<file path="src/rtl/phy_ctl_pkg.sv">
package phy_ctl_pkg;

  localparam int REG_W = 16;

  localparam int B_SWRST   = 15;
  localparam int B_LOOP    = 14;
  localparam int B_SPD_LSB = 13;
  localparam int B_ANEG    = 12;
  localparam int B_PDOWN   = 11;
  localparam int B_ISO     = 10;
  localparam int B_RESTART = 9;
  localparam int B_DUPLEX  = 8;
  localparam int B_COLTEST = 7;
  localparam int B_SPD_MSB = 6;

  localparam logic [1:0] SPD_RESERVED = 2'b11;

  typedef struct packed {
    logic       loopback;
    logic       aneg_en;
    logic       pwr_down;
    logic       isolate;
    logic       full_dup;
    logic       col_test;
    logic [1:0] pend_spd;
  } ctl_t;

  localparam ctl_t CTL_DEFAULT = '{loopback: 1'b0, aneg_en: 1'b1, pwr_down: 1'b0,
                                   isolate: 1'b0, full_dup: 1'b1, col_test: 1'b0,
                                   pend_spd: 2'b00};

  // speed code is split: high half in bit 6, low half in bit 13
  function automatic logic [1:0] spd_of_word(input logic [REG_W-1:0] w);
    return {w[B_SPD_MSB], w[B_SPD_LSB]};
  endfunction

  function automatic ctl_t ctl_of_word(input logic [REG_W-1:0] w);
    ctl_t c;
    c.loopback = w[B_LOOP];
    c.aneg_en  = w[B_ANEG];
    c.pwr_down = w[B_PDOWN];
    c.isolate  = w[B_ISO];
    c.full_dup = w[B_DUPLEX];
    c.col_test = w[B_COLTEST];
    c.pend_spd = spd_of_word(w);
    return c;
  endfunction

  function automatic logic [REG_W-1:0] word_of_ctl(input ctl_t c);
    logic [REG_W-1:0] w;
    w = '0;
    w[B_LOOP]    = c.loopback;
    w[B_ANEG]    = c.aneg_en;
    w[B_PDOWN]   = c.pwr_down;
    w[B_ISO]     = c.isolate;
    w[B_DUPLEX]  = c.full_dup;
    w[B_COLTEST] = c.col_test;
    w[B_SPD_MSB] = c.pend_spd[1];
    w[B_SPD_LSB] = c.pend_spd[0];
    return w;
  endfunction

  function automatic logic spd_committable(input logic [1:0] s);
    return s != SPD_RESERVED;
  endfunction

endpackage

</file>
<file path="src/rtl/phy_ctl_core.sv">
module phy_ctl_core
  import phy_ctl_pkg::*;
(
  input  logic             clk,
  input  logic             rst_n,
  input  logic             wr_hit,
  input  logic [REG_W-1:0] wdata,
  output ctl_t             ctl,
  output logic [1:0]       act_spd,
  output logic             restart_pulse,
  output logic             commit_evt
);

  ctl_t       ctl_nxt;
  logic       boot_flag;
  logic       req_restart;
  logic       pd_exit;
  logic [1:0] commit_spd;
  logic       unused_lowbits;

  assign unused_lowbits = ^wdata[5:0];
  assign commit_spd     = spd_of_word(wdata);

  always_comb begin
    ctl_nxt     = ctl;
    req_restart = 1'b0;
    pd_exit     = 1'b0;
    if (wr_hit) begin
      ctl_nxt = ctl_of_word(wdata);
      if (wdata[B_SWRST]) begin
        ctl_nxt          = CTL_DEFAULT;
        ctl_nxt.pend_spd = commit_spd;
      end
      pd_exit     = ctl.pwr_down && !ctl_nxt.pwr_down;
      req_restart = wdata[B_SWRST] || wdata[B_RESTART];
    end
  end

  assign commit_evt = req_restart || pd_exit;

  always_ff @(posedge clk or negedge rst_n) begin
    if (!rst_n) begin
      ctl           <= CTL_DEFAULT;
      act_spd       <= CTL_DEFAULT.pend_spd;
      restart_pulse <= 1'b0;
      boot_flag     <= 1'b1;
    end else begin
      ctl           <= ctl_nxt;
      restart_pulse <= req_restart || boot_flag;
      boot_flag     <= 1'b0;
      if (commit_evt && spd_committable(commit_spd))
        act_spd <= commit_spd;
    end
  end

  // active speed moves only on the edge that saw a commit event
  assert_speed_hold_R3: assert property (@(posedge clk) disable iff (!rst_n)
    !$stable(act_spd) |-> $past(commit_evt));

  // the reserved code never becomes active
  assert_no_reserved_R5: assert property (@(posedge clk) disable iff (!rst_n)
    act_spd != SPD_RESERVED);

  // every restart request yields the pulse on the next cycle
  assert_restart_follows_R8: assert property (@(posedge clk) disable iff (!rst_n)
    req_restart |=> restart_pulse);

  // soft reset restores the defaults of the non-speed fields
  assert_swrst_defaults_R9: assert property (@(posedge clk) disable iff (!rst_n)
    (wr_hit && wdata[B_SWRST]) |=>
      (ctl.aneg_en && ctl.full_dup && !ctl.pwr_down && !ctl.loopback &&
       !ctl.col_test && !ctl.isolate));

endmodule

</file>
<file path="src/rtl/phy_link_latch.sv">
module phy_link_latch (
  input  logic clk,
  input  logic rst_n,
  input  logic rd_hit,
  input  logic link_live,
  output logic link_lat
);

  always_ff @(posedge clk or negedge rst_n) begin
    if (!rst_n)          link_lat <= 1'b0;
    else if (rd_hit)     link_lat <= link_live;
    else if (!link_live) link_lat <= 1'b0;
  end

  // a loss outside a read always latches low
  assert_link_drop_R10: assert property (@(posedge clk) disable iff (!rst_n)
    (!rd_hit && !link_live) |=> !link_lat);

  // a latched low is held until a read
  assert_link_hold_R10: assert property (@(posedge clk) disable iff (!rst_n)
    (!rd_hit && !link_lat) |=> !link_lat);

endmodule

</file>
<file path="src/rtl/phy_err_count.sv">
module phy_err_count #(
  parameter int CNT_W = 8
) (
  input  logic             clk,
  input  logic             rst_n,
  input  logic             rd_hit,
  input  logic             err_evt,
  output logic [CNT_W-1:0] cnt
);

  localparam logic [CNT_W-1:0] CNT_MAX = '1;

  function automatic logic [CNT_W-1:0] bump(input logic [CNT_W-1:0] c, input logic e);
    if (e && c != CNT_MAX) return c + 1'b1;
    return c;
  endfunction

  always_ff @(posedge clk or negedge rst_n) begin
    if (!rst_n)      cnt <= '0;
    else if (rd_hit) cnt <= {{(CNT_W-1){1'b0}}, err_evt};
    else             cnt <= bump(cnt, err_evt);
  end

  // a read empties the counter
  assert_cnt_clear_R11: assert property (@(posedge clk) disable iff (!rst_n)
    rd_hit |=> (cnt <= 1));

  // the counter saturates instead of wrapping
  assert_cnt_sat_R11: assert property (@(posedge clk) disable iff (!rst_n)
    (cnt == CNT_MAX && !rd_hit) |=> (cnt == CNT_MAX));

endmodule

</file>
<file path="src/rtl/phy_ctl_reg.sv">
module phy_ctl_reg
  import phy_ctl_pkg::*;
#(
  parameter int ADDR_W    = 5,
  parameter int CTRL_ADDR = 0,
  parameter int STAT_ADDR = 1,
  parameter int CNT_ADDR  = 10,
  parameter int CNT_W     = 8,
  parameter int LINK_BIT  = 2
) (
  input  logic              clk,
  input  logic              rst_n,
  input  logic              mgmt_wr,
  input  logic              mgmt_rd,
  input  logic [ADDR_W-1:0] mgmt_addr,
  input  logic [REG_W-1:0]  mgmt_wdata,
  output logic [REG_W-1:0]  mgmt_rdata,
  input  logic              link_live,
  input  logic              idle_err,
  input  logic [1:0]        neg_speed,
  input  logic              neg_full_dup,
  output logic [1:0]        cfg_speed,
  output logic              cfg_full_dup,
  output logic              cfg_aneg_en,
  output logic              cfg_pwr_down,
  output logic              cfg_loopback,
  output logic              cfg_col_test,
  output logic              aneg_restart
);

  localparam logic [ADDR_W-1:0] A_CTRL = ADDR_W'(CTRL_ADDR);
  localparam logic [ADDR_W-1:0] A_STAT = ADDR_W'(STAT_ADDR);
  localparam logic [ADDR_W-1:0] A_CNT  = ADDR_W'(CNT_ADDR);

  logic             ctrl_wr_hit;
  logic             stat_rd_hit;
  logic             cnt_rd_hit;
  ctl_t             ctl;
  logic [1:0]       act_spd;
  logic             commit_evt;
  logic             link_lat;
  logic [CNT_W-1:0] err_cnt;
  logic [REG_W-1:0] stat_word;
  logic             unused_commit;

  assign ctrl_wr_hit   = mgmt_wr && (mgmt_addr == A_CTRL);
  assign stat_rd_hit   = mgmt_rd && (mgmt_addr == A_STAT);
  assign cnt_rd_hit    = mgmt_rd && (mgmt_addr == A_CNT);
  assign unused_commit = commit_evt;

  phy_ctl_core u_core (
    .clk           (clk),
    .rst_n         (rst_n),
    .wr_hit        (ctrl_wr_hit),
    .wdata         (mgmt_wdata),
    .ctl           (ctl),
    .act_spd       (act_spd),
    .restart_pulse (aneg_restart),
    .commit_evt    (commit_evt)
  );

  phy_link_latch u_link (
    .clk       (clk),
    .rst_n     (rst_n),
    .rd_hit    (stat_rd_hit),
    .link_live (link_live),
    .link_lat  (link_lat)
  );

  phy_err_count #(.CNT_W(CNT_W)) u_errs (
    .clk     (clk),
    .rst_n   (rst_n),
    .rd_hit  (cnt_rd_hit),
    .err_evt (idle_err),
    .cnt     (err_cnt)
  );

  always_comb begin
    stat_word           = '0;
    stat_word[LINK_BIT] = link_lat;
  end

  always_comb begin
    if (mgmt_addr == A_CTRL)      mgmt_rdata = word_of_ctl(ctl);
    else if (mgmt_addr == A_STAT) mgmt_rdata = stat_word;
    else if (mgmt_addr == A_CNT)  mgmt_rdata = {{(REG_W-CNT_W){1'b0}}, err_cnt};
    else                          mgmt_rdata = '0;
  end

  // auto-negotiation overrides the manual speed and duplex
  assign cfg_speed    = ctl.aneg_en ? neg_speed    : act_spd;
  assign cfg_full_dup = ctl.aneg_en ? neg_full_dup : ctl.full_dup;
  assign cfg_aneg_en  = ctl.aneg_en;
  assign cfg_pwr_down = ctl.pwr_down;
  assign cfg_loopback = ctl.loopback;
  assign cfg_col_test = ctl.col_test && ctl.loopback;

  // the action and reserved bits never read back as 1
  assert_ro_bits_R2: assert property (@(posedge clk) disable iff (!rst_n)
    (mgmt_addr == A_CTRL) |->
      (mgmt_rdata[5:0] == 6'd0 && !mgmt_rdata[B_RESTART] && !mgmt_rdata[B_SWRST]));

  // a write elsewhere leaves the control outputs untouched
  assert_other_addr_R12: assert property (@(posedge clk) disable iff (!rst_n)
    (mgmt_wr && mgmt_addr != A_CTRL) |=>
      ($stable(cfg_aneg_en) && $stable(cfg_pwr_down) && $stable(cfg_loopback) && !aneg_restart));

endmodule

</file>
<file path="config.mk">
export PLATFORM = sky130hd
export DESIGN_NAME = phy_ctl_reg
export DESIGN_NICKNAME = d
export VERILOG_FILES = /design/src/rtl/phy_ctl_pkg.sv /design/src/rtl/phy_ctl_core.sv /design/src/rtl/phy_link_latch.sv /design/src/rtl/phy_err_count.sv /design/src/rtl/phy_ctl_reg.sv
export SDC_FILE = /design/constraint.sdc
export NUM_CORES = 1
export LEC_CHECK = 0
export ABC_AREA = 1
export BUFFER_PORTS_ARGS = -buffer_cell sky130_fd_sc_hd__buf_2
export CAP_MARGIN = 30
export CORE_MARGIN = 5
export CORE_UTILIZATION = 51
export DETAILED_ROUTE_END_ITERATION = 8
export PLACE_DENSITY = 0.85
export SLEW_MARGIN = 20
export SYNTH_ARGS = -nofsm -noshare
export SYNTH_HDL_FRONTEND = slang
export SYNTH_HIERARCHICAL = 1
export SYNTH_SLANG_ARGS = --single-unit
</file>
<file path="constraint.sdc">
create_clock -name clk -period 3.35 [get_ports clk]
set_input_delay 0.67 -clock clk [delete_from_list [all_inputs] [get_ports clk]]
set_output_delay 0.67 -clock clk [all_outputs]
set_load 0.1 [all_outputs]
</file>
==> impl_metrics.csv <==
group,metric,value,unit
outcome,outcome,"finished clean",
floorplanning,core,0.00243,sq mm
timing,rsz0062_at_grt,"false",
cts,clock_sinks,21,
detailed_routing,routed_wirelength,2770,um
setup_path,crit_top_cell,"buf_2",
cts,cts_setup_buffers,0,
grt,grt_pass1_wl,4600,um
detailed_routing,wire_per_inst,10.9,um
setup_path,r2r-end,"u_errs/cnt[5]$_DFFE_PN0P_",
detailed_routing,dr.pass1.iters,4,
timing,period_minus_slack,2370,ps
timing,setup_tns,0,ps
cells_and_area,antenna_cells,0,
cells_and_area,areaGrowthSynthToFinish,21.9,%
cts,ctsHtreeMaxLevel,1,
synth,synth_area_leader_cell,"dfrtp_1",
power,ir_worst_vdd,0.367,mV
setup_path,reg2reg_from,"u_errs/cnt[0]$_DFFE_PN0P_",
detailed_routing,avgViaCountPerCell,4.79,
grt,grt_max_degree,22,
setup_path,cp-start-kind,"input pin",
setup_path,crit_required,2680,ps
synth,synth_area_leaders,"dfrtp_1, nand2_1, inv_1",
setup_path,crit_chain,"buf_2 > nor2_2 > nand3_4 > nor2_1 > buf_2",
setup_path,cpMaxStageDelayCell,"buf_2",
synth,synth_cell_types,25,
cts,hold_buffers,0,
detailed_routing,drcViolationCount,0,
synth,avgSynthCellArea,7.23,sq um
timing,setup_violations,0,
floorplanning,die_h,60.0,um
placement,gp_congestion,0.896,
cts,clockRootBuffer,"clkbuf_4",
setup_path,crit_family,"buffers and inverters",
timing,fin_worst_skew,3.07,ps
cts,cts_buffer_depth,2,
synth,ys.warnings.count,6,
cts,numCtsBuffers,3,
cells_and_area,final_nets,256,
timing,drv_slew,0,
synth,yosysSeqAreaShare,41.6,%
run,drv_cap,0,
worst_hold_path,hold_path_class,"input pin to asynchronous set/reset pin",
setup_path,r2r_setup_slack,1920,ps
timing,hold_viol,0,
grt,grt_usage,16.6,%
power,powerDensity,512,mW/mm^2
synth,synth_top_area_share,35.4,%
synth,ys_ff_latch,21,
floorplanning,die-area,0.00359,sq mm
setup_path,reg2reg_depth,6,
synth,syn_inst,176,
placement,hpwl,2240,um
placement,port_buffers,45,
setup_path,cpPeakStageDelay,430,ps
detailed_routing,num_vias,1217,
timing,finalCritPeriodShare,70.7,%
setup_path,critPathKind,"input pin to primary output",
detailed_routing,drt_iter0_markers,59,
grt,overflow,0,
cells_and_area,layout_commonest_cell,"nand2_1",
grt,grt_pass1_vias,1057,
placement,placed_cell_area,0.00152,sq mm
cells_and_area,layout_common_cells,"nand2_1, buf_2, inv_1",
setup_path,critical_path.max_fanout,7,
floorplanning,die_x,60.0,um
power,p_leak,0.907,nW
setup_path,critical_path_arrival,1700,ps
cells_and_area,final_cell_area,0.00155,sq mm
setup_path,worst-path-buf-inv,2,
timing,max_freq,422,MHz
grt,antenna_found_initial,0,
cts,cts_resized,0,
cts,clk_pin_slew,120,ps
cells_and_area,drive_above_1_share,29.9,%
detailed_routing,ant_nets,0,
floorplanning,ios,54,
synth,synthesis.area,0.00127,sq mm
floorplanning,row_count,18,
setup_path,cp.depth,5,
cts,clock_latency,300,ps
cts,cts_tree,"built",
floorplanning,initial_core_util,52.3,%
setup_path,end_kind,"primary output",
==> sequential cells by signal, indices dropped and copies added (netlist names) <==
register / cells
u_core/ctl: 8
u_errs/cnt: 8
u_core/act_spd: 2
u_core/boot_flag: 1
u_core/restart_pulse: 1
u_link/link_lat: 1
==> how the worst max path moves through the flow <==
stage	from	end	slack, ps
4_1_cts	mgmt_addr[3]	mgmt_rdata[12]	980
3_3_place_gp	mgmt_addr[3]	mgmt_rdata[13]	990
2_1_floorplan	u_core/ctl[7]$_DFFE_PN0P_	mgmt_rdata[14]	370
5_1_grt	mgmt_addr[0]	mgmt_rdata[3]	890
6_report	mgmt_addr[3]	mgmt_rdata[12]	980
3_5_place_dp	mgmt_addr[3]	mgmt_rdata[12]	980
==> per-stage QoR <==
step	utilization (%)	power, mW	hold slack (ps)	instances	setup WS, ps
floorplan	-	0.611	374	177	365
global placement	62.7	0.672	455	250	986
detailed placement	62.7	0.678	465	250	982
CTS	63.8	0.799	315	254	976
global route	63.8	0.851	319	254	890
finish	63.8	0.795	291	254	981
==> synthesized netlist by cell type, drive strengths merged <==
master,n
o21ai,8
nand4,5
ha,1
inv,31
nand3,13
clkinv,1
xor2,1
nand2,55
a21oi,3
dfstp,3
conb,2
o21bai,1
a21o,1
a22o,3
dfrtp,18
o22a,2
buf,2
nor2,26
==> cell type report <==
| cell class | count | area (sq um) |
|---|---|---|
| clock buffers | 3 | 22.5 |
| clock inverters | 1 | 5.00 |
| fillers | 234 | 881 |
| inverters | 32 | 125 |
| multi-input cells | 122 | 607 |
| flip-flops and latches | 21 | 529 |
| well taps | 30 | 37.5 |
| repair buffers | 45 | 225 |
==> power breakdown <==
part | leakage (nW) | switching, mW | internal, mW
logic | 0.622 | 0.231 | 0.0778
clock network | 0.0177 | 0.0773 | 0.0444
registers | 0.267 | 0.0581 | 0.307
==> cells by family after synthesis <==
kind of cell / synth area share, %
buffers and inverters: 11.0
other: 0.590
DFF: 41.6
and+or+nand+nor: 36.2
xor gates and xnor gates: 0.688
AOI/OAI and AO/OA: 8.95
adders and majority gates: 0.983
==> per-layer routing <==
layer  routed length [um]  share of wire, %  GRT usage (%)
met4                   28               1.0           6.65
met1                 1250                45           24.2
met5                    0                 0              0
met2                 1250                45           24.7
met3                  243               8.8           2.38
Power figures use the tool's default switching activity.
